==> src/rtl/i2c_am_pkg.sv <==
package i2c_am_pkg;

    localparam int BYTE_W  = 8;
    localparam int ADDR_W  = 10;
    localparam int ADDR7_W = 7;
    localparam int HDR_W   = 5;
    localparam logic [HDR_W-1:0] HDR10 = 5'b11110;

    typedef enum logic [2:0] {
        ST_IDLE,
        ST_ADDR,
        ST_ADDR2,
        ST_RX,
        ST_SKIP
    } am_state_e;

    typedef struct packed {
        logic is_gcall;
        logic hit7;
        logic hdr10;
        logic lo10;
        logic dir;
    } addr_hit_t;

    typedef struct packed {
        logic ack;
        logic first;
        logic first_dir;
        logic gc_ack;
        logic access;
        logic seq_ack;
        logic dir_upd;
        logic dir_val;
        logic ten_ack;
        logic pop;
    } am_evt_t;

    function automatic logic f_hdr_hit(input logic [BYTE_W-1:0] b,
                                       input logic [ADDR_W-1:0] a);
        return (b[BYTE_W-1 -: HDR_W] == HDR10) &&
               (b[BYTE_W-HDR_W-1 -: 2] == a[ADDR_W-1 -: 2]);
    endfunction

endpackage

==> src/rtl/i2c_am_decode.sv <==
module i2c_am_decode
    import i2c_am_pkg::*;
(
    input  logic [BYTE_W-1:0] rx_byte,
    input  logic [ADDR_W-1:0] dev_addr,
    output addr_hit_t         hit
);
    always_comb begin
        hit.is_gcall = (rx_byte == '0);
        hit.hit7     = (rx_byte[BYTE_W-1:1] == dev_addr[ADDR7_W-1:0]);
        hit.hdr10    = f_hdr_hit(rx_byte, dev_addr);
        hit.lo10     = (rx_byte == dev_addr[BYTE_W-1:0]);
        hit.dir      = rx_byte[0];
    end
endmodule

==> src/rtl/i2c_am_seq.sv <==
module i2c_am_seq
    import i2c_am_pkg::*;
(
    input  logic      clk,
    input  logic      rst,
    input  logic      bus_rst,
    input  logic      ev_start,
    input  logic      ev_stop,
    input  logic      byte_vld,
    input  addr_hit_t hit,
    input  logic      addr10_en,
    input  logic      gcall_en,
    input  logic      rx_ack_en,
    input  logic      fifo_full,
    input  logic      acen,
    output am_evt_t   evt,
    output logic      ack_vld_o,
    output logic      ack_o,
    output logic      sreq_o,
    output logic      pop_o
);
    am_state_e state, nxt_state;
    logic      rem10, nxt_rem10;

    always_comb begin
        nxt_state = state;
        nxt_rem10 = rem10;
        evt       = '0;
        if (bus_rst) begin
            nxt_state = ST_IDLE;
            nxt_rem10 = 1'b0;
        end else if (ev_start) begin
            nxt_state = ST_ADDR;
        end else if (ev_stop) begin
            nxt_state = ST_IDLE;
            nxt_rem10 = 1'b0;
        end else if (byte_vld) begin
            unique case (state)
                ST_ADDR: begin
                    evt.first     = 1'b1;
                    evt.first_dir = hit.dir;
                    nxt_state     = ST_SKIP;
                    if (hit.is_gcall) begin
                        evt.gc_ack = gcall_en;
                        evt.ack    = gcall_en;
                        if (gcall_en) begin
                            evt.dir_upd = 1'b1;
                            evt.dir_val = 1'b0;
                            nxt_state   = ST_RX;
                        end
                    end else if (!addr10_en) begin
                        if (hit.hit7) begin
                            evt.access = 1'b1;
                            evt.ack    = acen;
                            if (acen) begin
                                evt.seq_ack = 1'b1;
                                evt.dir_upd = 1'b1;
                                evt.dir_val = hit.dir;
                                evt.pop     = hit.dir;
                                if (!hit.dir) nxt_state = ST_RX;
                            end
                        end
                    end else if (hit.hdr10 && !hit.dir) begin
                        evt.ack = acen;
                        if (acen) nxt_state = ST_ADDR2;
                    end else if (hit.hdr10 && rem10) begin
                        evt.access = 1'b1;
                        evt.ack    = acen;
                        if (acen) begin
                            evt.seq_ack = 1'b1;
                            evt.dir_upd = 1'b1;
                            evt.dir_val = 1'b1;
                            evt.ten_ack = 1'b1;
                            evt.pop     = 1'b1;
                        end
                    end
                end
                ST_ADDR2: begin
                    nxt_state = ST_SKIP;
                    if (hit.lo10) begin
                        evt.access = 1'b1;
                        evt.ack    = acen;
                        if (acen) begin
                            evt.seq_ack = 1'b1;
                            evt.dir_upd = 1'b1;
                            evt.dir_val = 1'b0;
                            evt.ten_ack = 1'b1;
                            nxt_rem10   = 1'b1;
                            nxt_state   = ST_RX;
                        end
                    end else begin
                        nxt_rem10 = 1'b0;
                    end
                end
                ST_RX:   evt.ack = rx_ack_en && !fifo_full;
                default: ;
            endcase
        end
    end

    always_ff @(posedge clk) begin
        if (rst) begin
            state     <= ST_IDLE;
            rem10     <= 1'b0;
            ack_vld_o <= 1'b0;
            ack_o     <= 1'b0;
            sreq_o    <= 1'b0;
            pop_o     <= 1'b0;
        end else begin
            state     <= nxt_state;
            rem10     <= nxt_rem10;
            ack_vld_o <= byte_vld;
            ack_o     <= evt.ack;
            sreq_o    <= evt.access;
            pop_o     <= evt.pop;
        end
    end

    AST_SREQ_PULSE: assert property (@(posedge clk) disable iff (rst)
        sreq_o |=> !sreq_o);
    AST_DATA_ACK_ROOM: assert property (@(posedge clk) disable iff (rst)
        (byte_vld && state == ST_RX && !bus_rst && !ev_start && !ev_stop &&
         (fifo_full || !rx_ack_en)) |=> !ack_o);
    AST_POP_WITH_ACK: assert property (@(posedge clk) disable iff (rst)
        pop_o |-> (ack_o && ack_vld_o));
    AST_IDLE_NO_ACK: assert property (@(posedge clk) disable iff (rst)
        (byte_vld && (state == ST_IDLE || state == ST_SKIP) && !ev_start) |=> !ack_o);

endmodule

==> src/rtl/i2c_am_flags.sv <==
module i2c_am_flags
    import i2c_am_pkg::*;
(
    input  logic    clk,
    input  logic    rst,
    input  logic    bus_rst,
    input  logic    ev_start,
    input  logic    ev_stop,
    input  am_evt_t evt,
    input  logic    ack_slot,
    input  logic    ack_sda_low,
    input  logic    autoclr_en,
    input  logic    acen_wr,
    input  logic    acen_wdata,
    output logic    start_ack_en_o,
    output logic    slave_access_o,
    output logic    nwr_o,
    output logic    nwr_acked_o,
    output logic    gcall_acked_o,
    output logic    addr10_acked_o,
    output logic    last_ack_o
);
    always_ff @(posedge clk) begin
        if (rst) begin
            start_ack_en_o <= 1'b0;
            slave_access_o <= 1'b0;
            nwr_o          <= 1'b0;
            nwr_acked_o    <= 1'b0;
            gcall_acked_o  <= 1'b0;
            addr10_acked_o <= 1'b0;
            last_ack_o     <= 1'b0;
        end else begin
            if (acen_wr)
                start_ack_en_o <= acen_wdata;
            else if (evt.seq_ack && autoclr_en)
                start_ack_en_o <= 1'b0;

            if (bus_rst) begin
                slave_access_o <= 1'b0;
                nwr_o          <= 1'b0;
                nwr_acked_o    <= 1'b0;
                gcall_acked_o  <= 1'b0;
                addr10_acked_o <= 1'b0;
                last_ack_o     <= 1'b0;
            end else begin
                if (ack_slot) last_ack_o <= ack_sda_low;
                if (ev_start) begin
                    nwr_o          <= 1'b0;
                    slave_access_o <= 1'b0;
                    addr10_acked_o <= 1'b0;
                end else if (ev_stop) begin
                    slave_access_o <= 1'b0;
                end
                if (evt.first) begin
                    nwr_o         <= evt.first_dir;
                    gcall_acked_o <= evt.gc_ack;
                end
                if (evt.access)  slave_access_o <= 1'b1;
                if (evt.dir_upd) nwr_acked_o    <= evt.dir_val;
                if (evt.ten_ack) addr10_acked_o <= 1'b1;
            end
        end
    end

    AST_BUSRST_CLEARS: assert property (@(posedge clk) disable iff (rst)
        bus_rst |=> !(slave_access_o || nwr_o || nwr_acked_o || gcall_acked_o ||
                      addr10_acked_o || last_ack_o));
    AST_AUTOCLR: assert property (@(posedge clk) disable iff (rst)
        (evt.seq_ack && autoclr_en && !acen_wr) |=> !start_ack_en_o);
    AST_ACCESS_CLR: assert property (@(posedge clk) disable iff (rst)
        (ev_start || ev_stop) |=> !slave_access_o);
    AST_NWR_START: assert property (@(posedge clk) disable iff (rst)
        ev_start |=> !nwr_o);

endmodule

==> src/rtl/i2c_slv_addr_match.sv <==
module i2c_slv_addr_match
    import i2c_am_pkg::*;
(
    input  logic              clk,
    input  logic              rst,
    input  logic              bus_rst_i,
    input  logic              ev_start_i,
    input  logic              ev_stop_i,
    input  logic              byte_vld_i,
    input  logic [BYTE_W-1:0] byte_i,
    input  logic              ack_slot_i,
    input  logic              ack_sda_low_i,
    input  logic [ADDR_W-1:0] dev_addr_i,
    input  logic              addr10_en_i,
    input  logic              gcall_en_i,
    input  logic              rx_ack_en_i,
    input  logic              fifo_full_i,
    input  logic              autoclr_en_i,
    input  logic              acen_wr_i,
    input  logic              acen_wdata_i,
    output logic              ack_vld_o,
    output logic              ack_o,
    output logic              sreq_o,
    output logic              fifo_pop_o,
    output logic              start_ack_en_o,
    output logic              slave_access_o,
    output logic              nwr_o,
    output logic              nwr_acked_o,
    output logic              gcall_acked_o,
    output logic              addr10_acked_o,
    output logic              last_ack_o
);
    addr_hit_t hit;
    am_evt_t   evt;

    i2c_am_decode u_dec (
        .rx_byte  (byte_i),
        .dev_addr (dev_addr_i),
        .hit      (hit)
    );

    i2c_am_seq u_seq (
        .clk       (clk),
        .rst       (rst),
        .bus_rst   (bus_rst_i),
        .ev_start  (ev_start_i),
        .ev_stop   (ev_stop_i),
        .byte_vld  (byte_vld_i),
        .hit       (hit),
        .addr10_en (addr10_en_i),
        .gcall_en  (gcall_en_i),
        .rx_ack_en (rx_ack_en_i),
        .fifo_full (fifo_full_i),
        .acen      (start_ack_en_o),
        .evt       (evt),
        .ack_vld_o (ack_vld_o),
        .ack_o     (ack_o),
        .sreq_o    (sreq_o),
        .pop_o     (fifo_pop_o)
    );

    i2c_am_flags u_flags (
        .clk            (clk),
        .rst            (rst),
        .bus_rst        (bus_rst_i),
        .ev_start       (ev_start_i),
        .ev_stop        (ev_stop_i),
        .evt            (evt),
        .ack_slot       (ack_slot_i),
        .ack_sda_low    (ack_sda_low_i),
        .autoclr_en     (autoclr_en_i),
        .acen_wr        (acen_wr_i),
        .acen_wdata     (acen_wdata_i),
        .start_ack_en_o (start_ack_en_o),
        .slave_access_o (slave_access_o),
        .nwr_o          (nwr_o),
        .nwr_acked_o    (nwr_acked_o),
        .gcall_acked_o  (gcall_acked_o),
        .addr10_acked_o (addr10_acked_o),
        .last_ack_o     (last_ack_o)
    );

    AST_GCALL_NEEDS_EN: assert property (@(posedge clk) disable iff (rst)
        $rose(gcall_acked_o) |-> $past(gcall_en_i));
    AST_ACCESS_SREQ: assert property (@(posedge clk) disable iff (rst)
        sreq_o |-> slave_access_o);

endmodule

==> config.mk <==
export PLATFORM = sky130hd
export DESIGN_NAME = i2c_slv_addr_match
export DESIGN_NICKNAME = d
export VERILOG_FILES = /design/src/rtl/i2c_am_pkg.sv /design/src/rtl/i2c_am_decode.sv /design/src/rtl/i2c_am_seq.sv /design/src/rtl/i2c_am_flags.sv /design/src/rtl/i2c_slv_addr_match.sv
export SDC_FILE = /design/constraint.sdc
export NUM_CORES = 1
export LEC_CHECK = 0
export BUFFER_PORTS_ARGS = -buffer_cell sky130_fd_sc_hd__buf_2
export CORE_MARGIN = 1
export CORE_UTILIZATION = 49
export CTS_BUF_LIST = sky130_fd_sc_hd__clkbuf_2
export DETAILED_ROUTE_END_ITERATION = 10
export GPL_TIMING_DRIVEN = 0
export PLACE_DENSITY = 0.81
export SLEW_MARGIN = 20
export SYNTH_ARGS = -nofsm -noshare
export SYNTH_HDL_FRONTEND = slang
export SYNTH_HIERARCHICAL = 1
export SYNTH_SLANG_ARGS = --single-unit
==> constraint.sdc <==
create_clock -name clk -period 2.28 [get_ports clk]
set_input_delay 0.456 -clock clk [delete_from_list [all_inputs] [get_ports clk]]
set_output_delay 0.456 -clock clk [all_outputs]
set_load 0.05 [all_outputs]
==> flow_summary_export.csv, run 1 <==
group,metric,value,unit
die,core_area,0.00198,mm^2
layout,largest-register,"u_seq/state",
critical_path,reg2reg_to,"u_flags/nwr_acked_o$_SDFFE_PP0P_",
power_and_ir_drop,p_sw_share,29.2,%
layout,largest_reg_flops,3,
grt,antenna_found_initial,0,
die,io_pins,44,
layout,syn_to_final_growth,25.7,%
run,cap_violations,0,
placed_design,gp_congestion,0.847,
critical_path,crit_type,"in2reg",
detailed_routing,avgViaCountPerCell,5.40,
critical_path,cpLargestDelayFamily,"simple AND/OR/NAND/NOR gates",
grt,grt_util_all_layers,23.3,%
sta,setup_viol_count_final,0,
detailed_routing,vias,1058,
cts,cts_buffer_depth,2,
logic_synthesis,syn_area,0.00104,mm^2
critical_path,slowest_stage,"or4_1",
critical_path,path_cells,"buf_2 -> or4_1 -> nor2_1 -> nand2_1 -> nor3_1 -> or2_1 -> mux2i_1 -> nor2_1",
sta,timing.final.crit_share,88.8,%
power_and_ir_drop,p_comb_share,22.7,%
layout,insertedDiodeCount,0,
critical_path,cp.required,2.48,ns
layout,nNetsFinal,203,
detailed_routing,routedWlPerCell,12.7,um
critical_path,path_depth,8,
critical_path,critPathMostFrequentCell,"nor2_1",
grt,grt_pass1_wl,3750,um
detailed_routing,drt_iter0_markers,24,
power_and_ir_drop,p_switching,0.149,mW
grt,grt_max_degree,10,
placed_design,dp_hpwl,2040,um
grt,first_global_vias,930,
cts,cts_hold_buf,0,
layout,instances_no_fill,196,
critical_path,reg2reg_depth,6,
power_and_ir_drop,vdd_drop_max,0.291,mV
sta,max_freq,0.494,GHz
power_and_ir_drop,leakage,0.543,nW
critical_path,crit_arrival,2.23,ns
power_and_ir_drop,power.density,388,mW/mm^2
sta,tightest_slew,0.484,ns
cts,root_buffer,"clkbuf_2",
layout,final_util,66.3,%
cts,cts_buffers,3,
sta,slew_violations,0,
layout,drive_above_1_share,33.7,%
cts,cts_htree_levels,1,
critical_path,cp-startpoint,"byte_i[7]",
grt,grt.overflow.total,0,
sta,holdWs,0.393,ns
die,die_area,0.00232,mm^2
placed_design,placed_cells,192,
sta,final_hold_viol_count,0,
critical_path,crit_path_end_kind,"flop",
cts,clock-sinks,15,
detailed_routing,totalWireLength,2480,um
cts,clk_latency,0.28,ns
logic_synthesis,syn_inst,122,
die,start_util,52.7,%
power_and_ir_drop,internal_power,0.361,mW
critical_path,max_stage_delay,0.51,ns
cts,clk_pin_slew,0.15,ns
detailed_routing,drc_errors,0,
power_and_ir_drop,p_seq_share,53.0,%
critical_path,start_kind,"primary input",
status,outcome,"completed",
die,die_width,48.2,um
critical_path,timing.rr.start,"u_seq/state[0]$_SDFFE_PP0P_",
die,fp-row-count,16,
min_path,hold_class,"in2reg",
placed_design,port_buffers,43,
power_and_ir_drop,power_frac_clock,24.2,%
placed_design,dpl_worst_slack,-0.102,ns
die,die_h,48.2,um
critical_path,critical_path.endpoint,"u_flags/nwr_acked_o$_SDFFE_PP0P_",
sta,relSlewSlack,67.4,%
detailed_routing,ant_nets,0,
cts,cts_tree,"yes",
logic_synthesis,syn-num-nets,155,
critical_path,cp.buffers_inverters,1,
cts,postCtsSetupBuffers,0,
cts,cts_resized,0,
critical_path,rrSetupSlack,0.65,ns
critical_path,cp_max_fo,5,
sta,skew,0.0137,ns
sta,setup_ws,0.254,ns
logic_synthesis,yosys_warnings,6,
detailed_routing,firstDrtPassIters,4,
sta,fin_crit,2.03,ns
sta,rsz0062_at_grt,"false",
logic_synthesis,avgSynthCellArea,8.56,um^2
sta,tns,0,ns
-- cell usage in the layout, fill, tap and decap left out, types with 3 or more instances in the layout --
master / count
a21oi_1: 10
buf_2: 43
clkbuf_2: 3
dfxtp_1: 15
mux2i_1: 4
nand2_1: 10
nand2b_1: 5
nand3b_1: 5
nand4_1: 4
nor2_1: 11
nor2b_1: 4
nor3_1: 3
nor4_1: 3
xnor2_1: 12
xor2_1: 6
-- power by group through the flow --
stage / clock [mW] / sequential, mW / combinational (mW)
CTS: 0.129 / 0.270 / 0.115
floorplan: 0 / 0.283 / 0.0519
finish: 0.123 / 0.270 / 0.116
detailed placement: 0 / 0.276 / 0.115
global placement: 0 / 0.275 / 0.111
global route: 0.145 / 0.271 / 0.125
-- how the worst min path moves through the flow --
stage	start	end	cells past startpoint
2_1_floorplan	u_seq/state[1]$_SDFFE_PP0P_	u_seq/state[1]$_SDFFE_PP0P_	2
3_3_place_gp	u_flags/last_ack_o$_SDFFE_PP0P_	u_flags/last_ack_o$_SDFFE_PP0P_	2
3_5_place_dp	u_flags/nwr_acked_o$_SDFFE_PP0P_	u_flags/nwr_acked_o$_SDFFE_PP0P_	2
4_1_cts	acen_wdata_i	u_flags/start_ack_en_o$_SDFFE_PP0P_	3
5_1_grt	rst	u_flags/start_ack_en_o$_SDFFE_PP0P_	2
6_report	ack_sda_low_i	u_flags/last_ack_o$_SDFFE_PP0P_	3
-- through the flow --
stage	power [mW]	area [um^2]
6_report	0.510	1310
5_1_grt	0.542	1310
4_1_cts	0.514	1310
3_5_place_dp	0.391	1290
3_3_place_gp	0.386	1290
2_1_floorplan	0.335	1040
-- worst min-delay path: stages --
cell and delay (ns):
buf_2 0.08, mux2i_1 0.05, nor2_1 0.07
-- layout make-up --
class	count	area, um^2
clock buffer	3	15.0
tap	27	33.8
inverter	2	7.51
clock inverter	1	5.00
multi-input combinational	103	718
sequential	15	300
buffer	2	18.8
timing repair buffer	43	215
fill	178	668
-- metal layers --
metal / up-vias / global-route usage (%) / routed length, um
li1: 532 / - / -
met1: 489 / 25.2 / 1070
met2: 33 / 44.5 / 1280
met3: 4 / 4.44 / 111
met4: 0 / 7.78 / 19
met5: - / 0 / 0
No activity file was read; power rests on OpenSTA's default activity.
==> inputs of run 2 (changes only) <==
--- a/config.mk
+++ b/config.mk
@@ -7,11 +7,11 @@
 export LEC_CHECK = 0
 export BUFFER_PORTS_ARGS = -buffer_cell sky130_fd_sc_hd__buf_2
 export CORE_MARGIN = 1
-export CORE_UTILIZATION = 49
+export CORE_UTILIZATION = 53
 export CTS_BUF_LIST = sky130_fd_sc_hd__clkbuf_2
 export DETAILED_ROUTE_END_ITERATION = 10
 export GPL_TIMING_DRIVEN = 0
-export PLACE_DENSITY = 0.81
+export PLACE_DENSITY = 0.87
 export SLEW_MARGIN = 20
 export SYNTH_ARGS = -nofsm -noshare
 export SYNTH_HDL_FRONTEND = slang
==> constraint.sdc (replaced) <==
create_clock -name clk -period 2.6 [get_ports clk]
set_input_delay 0.52 -clock clk [delete_from_list [all_inputs] [get_ports clk]]
set_output_delay 0.52 -clock clk [all_outputs]
set_load 0.05 [all_outputs]
==> run 2 against run 1 <==
  * Count of clock-buffer cells in the layout rose by 1
  * Final cell count is 1.0% lower
  * Worst setup slack improved by 0.088 ns
  * Design area decreased by 0.19%
  * Clock power shrank 11%
  * Via count is 1.8% higher
  * Wire length is 3.7% higher
  * Largest cell class unchanged
==> flow_summary_export.csv, run 2 (synthesis gave the netlist of run 1 again) <==
group,metric,value,unit
min_path,hold_start,"ack_sda_low_i",
critical_path,crit_path_end_kind,"flop",
sta,skew,0.00779,ns
power_and_ir_drop,p_comb_share,22.8,%
grt,first_global_vias,959,
critical_path,reg2reg_to,"u_flags/nwr_acked_o$_SDFFE_PP0P_",
detailed_routing,wl_met2,1280,um
cts,cts_hold_buf,0,
layout,insertedDiodeCount,0,
layout,final_cell_mix,"43 x buf_2, 15 x dfxtp_1, 12 x xnor2_1",
layout,multi_input_area,718,um^2
sta,slew_violations,0,
critical_path,rrSetupSlack,0.93,ns
sta,holdWs,0.474,ns
cts,root_buffer,"clkbuf_2",
cts,clk_pin_slew,0.14,ns
detailed_routing,met1_length,1090,um
critical_path,crit_type,"in2reg",
die,io_pins,44,
cts,clk_latency,0.28,ns
critical_path,max_stage_delay,0.54,ns
power_and_ir_drop,internal_power,0.322,mW
cts,cts_htree_levels,1,
layout,largest-register,"u_seq/state",
layout,n_fill_cell,147,
layout,layout_commonest_cell,"buf_2",
status,outcome,"completed",
critical_path,path_cells,"buf_2 -> or4_1 -> nor2_1 -> nand2_1 -> nor3_1 -> or2_1 -> mux2i_1 -> nor2_1",
sta,setup_viol_count_final,0,
die,core_area,0.00178,mm^2
cts,clock-sinks,15,
placed_design,gp_congestion,0.824,
min_path,hold_class,"in2reg",
detailed_routing,routedWlPerCell,13.3,um
critical_path,slowest_stage,"or4_1",
cts,postCtsSetupBuffers,0,
detailed_routing,routed.top_layer,"met4",
detailed_routing,ant_nets,0,
die,start_util,58.6,%
placed_design,placed_cells,190,
placed_design,port_buffers,43,
power_and_ir_drop,p_switching,0.127,mW
detailed_routing,avgViaCountPerCell,5.55,
grt,antenna_found_initial,0,
cts,cts_buffer_depth,2,
critical_path,timing.rr.start,"u_seq/state[0]$_SDFFE_PP0P_",
grt,grt.overflow.total,0,
layout,drive_above_1_share,33.7,%
sta,relSlewSlack,67.9,%
power_and_ir_drop,power.density,342,mW/mm^2
detailed_routing,firstDrtPassIters,4,
cts,cts_resized,0,
sta,timing.final.crit_share,86.8,%
sta,tightest_slew,0.477,ns
power_and_ir_drop,power_frac_clock,24.5,%
layout,syn_to_final_growth,25.5,%
detailed_routing,drt_iter0_markers,48,
run,cap_violations,0,
layout,seq_area,300,um^2
layout,nNetsFinal,203,
layout,instances_no_fill,194,
critical_path,start_kind,"primary input",
sta,rsz0062_at_grt,"false",
die,die_h,46.4,um
critical_path,cp.required,2.78,ns
critical_path,cp_max_fo,5,
die,fp-row-count,15,
cts,cts_buffers,3,
sta,fin_crit,2.26,ns
sta,tns,0,ns
grt,grt_util_all_layers,27.3,%
grt,grt_pass1_wl,4120,um
critical_path,critPathMostFrequentCell,"nor2_1",
detailed_routing,vias,1077,
min_path,min_to,"u_flags/last_ack_o$_SDFFE_PP0P_",
grt,grt_max_degree,9,
detailed_routing,drc_errors,0,
critical_path,reg2reg_depth,6,
power_and_ir_drop,leakage,0.544,nW
die,die_area,0.00215,mm^2
detailed_routing,wl_met3,165,um
sta,max_freq,0.443,GHz
power_and_ir_drop,vdd_drop_max,0.264,mV
sta,final_hold_viol_count,0,
critical_path,crit_arrival,2.44,ns
cts,cts_tree,"yes",
detailed_routing,totalWireLength,2570,um
die,die_width,46.4,um
min_path,min_path_cells,3,
placed_design,dp_hpwl,2110,um
power_and_ir_drop,p_sw_share,28.2,%
power_and_ir_drop,p_seq_share,52.7,%
layout,largest_reg_flops,3,
run 2: cell types whose count changed in the layout (fill, tap and decap cells not counted), sizes merged:
cell / change
clkbuf: +1
clkinv: -1
run 2: worst max-delay path by stage:
stage	from	endpoint	slack (ns)	cells after the start
2_1_floorplan	byte_i[7]	u_flags/nwr_acked_o$_SDFFE_PP0P_	0.51	7
3_3_place_gp	byte_i[7]	u_flags/nwr_acked_o$_SDFFE_PP0P_	0.19	8
3_5_place_dp	byte_i[7]	u_flags/nwr_acked_o$_SDFFE_PP0P_	0.08	8
4_1_cts	byte_i[7]	u_flags/nwr_acked_o$_SDFFE_PP0P_	0.38	8
5_1_grt	byte_i[7]	u_flags/nwr_acked_o$_SDFFE_PP0P_	0.32	8
6_report	byte_i[7]	u_flags/nwr_acked_o$_SDFFE_PP0P_	0.34	8
run 2: layout make-up:
type / instances / area share [%]
timing repair buffer: 43 / 16.4
inverter: 2 / 0.573
buffer: 2 / 1.43
tap: 25 / 2.39
clock buffer: 4 / 1.53
sequential: 15 / 22.9
multi-input combinational: 103 / 54.8
run 2: worst max-delay path, delay by kind of cell:
kind          cells  cell delay [ns]
simple gates      6             1.58
buf+inv           1             0.14
mux               1             0.20
run 2: power by group through the flow:
| stage | clock, mW | sequential, mW | combinational [mW] |
|---|---|---|---|
| global route | 0.124 | 0.237 | 0.111 |
| global placement | 0 | 0.241 | 0.0966 |
| floorplan | 0 | 0.248 | 0.0455 |
| finish | 0.110 | 0.237 | 0.102 |
| detailed placement | 0 | 0.242 | 0.101 |
| CTS | 0.114 | 0.237 | 0.101 |
run 2: stage by stage:
| stage | utilization, % | area, um^2 | setup slack, ns | total power [mW] |
|---|---|---|---|---|
| floorplan | - | 1040 | 0.513 | 0.294 |
| global placement | 72.4 | 1290 | 0.186 | 0.338 |
| detailed placement | 72.4 | 1290 | 0.0769 | 0.343 |
| CTS | 73.5 | 1310 | 0.382 | 0.452 |
| global route | 73.5 | 1310 | 0.316 | 0.472 |
| finish | 73.5 | 1310 | 0.343 | 0.449 |
run 2: layer usage:
layer | global-route usage, % | vias up
met3 | 7.84 | 6
met2 | 46.4 | 46
met1 | 33.5 | 492
met5 | 0 | -
met4 | 5.88 | 0
li1 | - | 533
==> inputs of run 3 (changes only) <==
--- a/config.mk
+++ b/config.mk
@@ -11,7 +11,7 @@
 export CTS_BUF_LIST = sky130_fd_sc_hd__clkbuf_2
 export DETAILED_ROUTE_END_ITERATION = 10
 export GPL_TIMING_DRIVEN = 0
-export PLACE_DENSITY = 0.87
+export PLACE_DENSITY = 0.84
 export SLEW_MARGIN = 20
 export SYNTH_ARGS = -nofsm -noshare
 export SYNTH_HDL_FRONTEND = slang
==> run 3 against run 2 <==
  * Worst setup slack improved by 0.093 ns
  * Highest routed layer is now met3
  * Global-route usage fell by 3.6 points
  * Non-clock buffer count did not move
  * Maximum frequency rose by 4.3%
  * Final cell count did not move
  * Largest cell class unchanged
  * Register-to-register slack improved by 0.04 ns
  * Sequential power barely moved
  * Critical path type unchanged
==> flow_summary_export.csv, run 3 (synthesis gave the netlist of run 1 again) <==
group,metric,value,unit
status,outcome,"completed",
detailed_routing,ant_nets,0,
sta,fin_crit,2.16,ns
die,io_pins,44,
layout,n_fill_cell,152,
grt,grt_max_degree,10,
power_and_ir_drop,internal_power,0.316,mW
layout,largest_reg_flops,3,
detailed_routing,routed.top_layer,"met3",
cts,cts_buffer_depth,2,
critical_path,start_kind,"primary input",
min_path,hold_class,"in2reg",
detailed_routing,drc_errors,0,
sta,final_hold_viol_count,0,
layout,insertedDiodeCount,0,
min_path,hold_start,"acen_wdata_i",
die,die_area,0.00215,mm^2
critical_path,crit_arrival,2.35,ns
power_and_ir_drop,power_frac_clock,24.4,%
sta,setup_ws,0.436,ns
layout,instances_no_fill,194,
critical_path,cp.required,2.79,ns
sta,tightest_slew,0.497,ns
sta,skew,0.00351,ns
power_and_ir_drop,p_total,0.447,mW
power_and_ir_drop,p_seq_share,52.9,%
layout,nNetsFinal,203,
grt,grt_pass1_wl,3710,um
placed_design,gp_congestion,0.834,
critical_path,critPathMostFrequentCell,"nor2_1",
layout,multi_input_area,718,um^2
critical_path,timing.rr.start,"u_seq/state[0]$_SDFFE_PP0P_",
critical_path,cp_max_fo,5,
placed_design,placed_cells,190,
sta,relSlewSlack,66.6,%
cts,cts_resized,0,
grt,antenna_found_initial,0,
detailed_routing,vias,1073,
grt,first_global_vias,914,
detailed_routing,met1_length,1060,um
sta,timing.final.crit_share,83.2,%
layout,final_cell_mix,"43 x buf_2, 15 x dfxtp_1, 12 x xnor2_1",
run,cap_violations,0,
power_and_ir_drop,p_sw_share,29.2,%
power_and_ir_drop,p_comb_share,22.7,%
cts,cts_buffers,3,
die,die_width,46.4,um
detailed_routing,avgViaCountPerCell,5.53,
cts,cts_htree_levels,1,
cts,clk_pin_slew,0.15,ns
power_and_ir_drop,vdd_drop_max,0.229,mV
placed_design,dp_hpwl,2000,um
cts,clk_latency,0.27,ns
detailed_routing,wl_met2,1230,um
layout,largest-register,"u_seq/state",
sta,tns,0,ns
die,core_area,0.00178,mm^2
grt,grt_util_all_layers,23.6,%
sta,max_freq,0.462,GHz
die,fp-row-count,15,
detailed_routing,drt_iter0_markers,21,
die,start_util,58.6,%
sta,rsz0062_at_grt,"false",
cts,cts_hold_buf,0,
detailed_routing,wl_met3,129,um
cts,clock-sinks,15,
sta,slew_violations,0,
die,die_h,46.4,um
power_and_ir_drop,leakage,0.543,nW
cts,postCtsSetupBuffers,0,
cts,cts_tree,"yes",
critical_path,path_cells,"buf_2 -> or4_1 -> nor2_1 -> nand2_1 -> nor3_1 -> or2_1 -> mux2i_1 -> nor2_1",
placed_design,port_buffers,43,
critical_path,cp-startpoint,"byte_i[7]",
layout,drive_above_1_share,33.7,%
detailed_routing,totalWireLength,2420,um
critical_path,max_stage_delay,0.52,ns
critical_path,crit_path_end_kind,"flop",
layout,syn_to_final_growth,25.5,%
detailed_routing,firstDrtPassIters,4,
layout,seq_area,300,um^2
power_and_ir_drop,p_switching,0.131,mW
sta,setup_viol_count_final,0,
grt,grt.overflow.total,0,
cts,root_buffer,"clkbuf_2",
critical_path,slowest_stage,"or4_1",
detailed_routing,routedWlPerCell,12.5,um
layout,layout_commonest_cell,"buf_2",
critical_path,crit_type,"in2reg",
power_and_ir_drop,power.density,341,mW/mm^2
placed_design,dpl_worst_slack,0.146,ns
## run 3: cell types whose count changed in the layout (fill, tap and decap cells not counted)
cell	delta
clkbuf_2	-1
clkinv_2	+1
## run 3: path summary, 6_finish.rpt
kind                            cells past startpoint  slack (ns)                             endpoint
worst max-delay path                                8        0.44     u_flags/nwr_acked_o$_SDFFE_PP0P_
worst min-delay path                                3        0.47  u_flags/start_ack_en_o$_SDFFE_PP0P_
worst max register to register                      6        0.97     u_flags/nwr_acked_o$_SDFFE_PP0P_
worst min register to register                      2        0.51  u_flags/slave_access_o$_SDFFE_PP0P_
## run 3: power groups by stage
stage          clock network (mW)  registers (mW)  logic, mW
4_1_cts                     0.115           0.237      0.101
2_1_floorplan                   0           0.248     0.0455
3_5_place_dp                    0           0.241      0.101
3_3_place_gp                    0           0.242     0.0968
6_report                    0.109           0.236      0.102
5_1_grt                     0.125           0.237      0.110
## run 3: metal layers
metal	up-vias	track usage, %
met5	-	0
met4	0	1.76
met3	0	5.10
met2	46	41.4
met1	493	30.4
li1	534	-
## run 3: cell type report
| type | instances | share of cell area, % |
|---|---|---|
| multi-input combinational | 103 | 54.8 |
| sequential | 15 | 22.9 |
| inverter | 2 | 0.573 |
| clock inverter | 1 | 0.382 |
| tap | 25 | 2.39 |
| buffer | 2 | 1.43 |
| clock buffer | 3 | 1.15 |
| timing repair buffer | 43 | 16.4 |
## run 3: per-stage QoR
step / hold slack (ns) / utilization [%] / area [um^2]
after floorplan: 0.521 / - / 1040
after global placement: 0.469 / 72.4 / 1290
after detailed placement: 0.480 / 72.4 / 1290
after CTS: 0.452 / 73.5 / 1310
after global routing: 0.455 / 73.5 / 1310
final: 0.469 / 73.5 / 1310
## run 3: critical path: cells and delay by family
kind,cells,cell delay (ns)
simple gates,6,1.54
mux,1,0.18
buf+inv,1,0.13
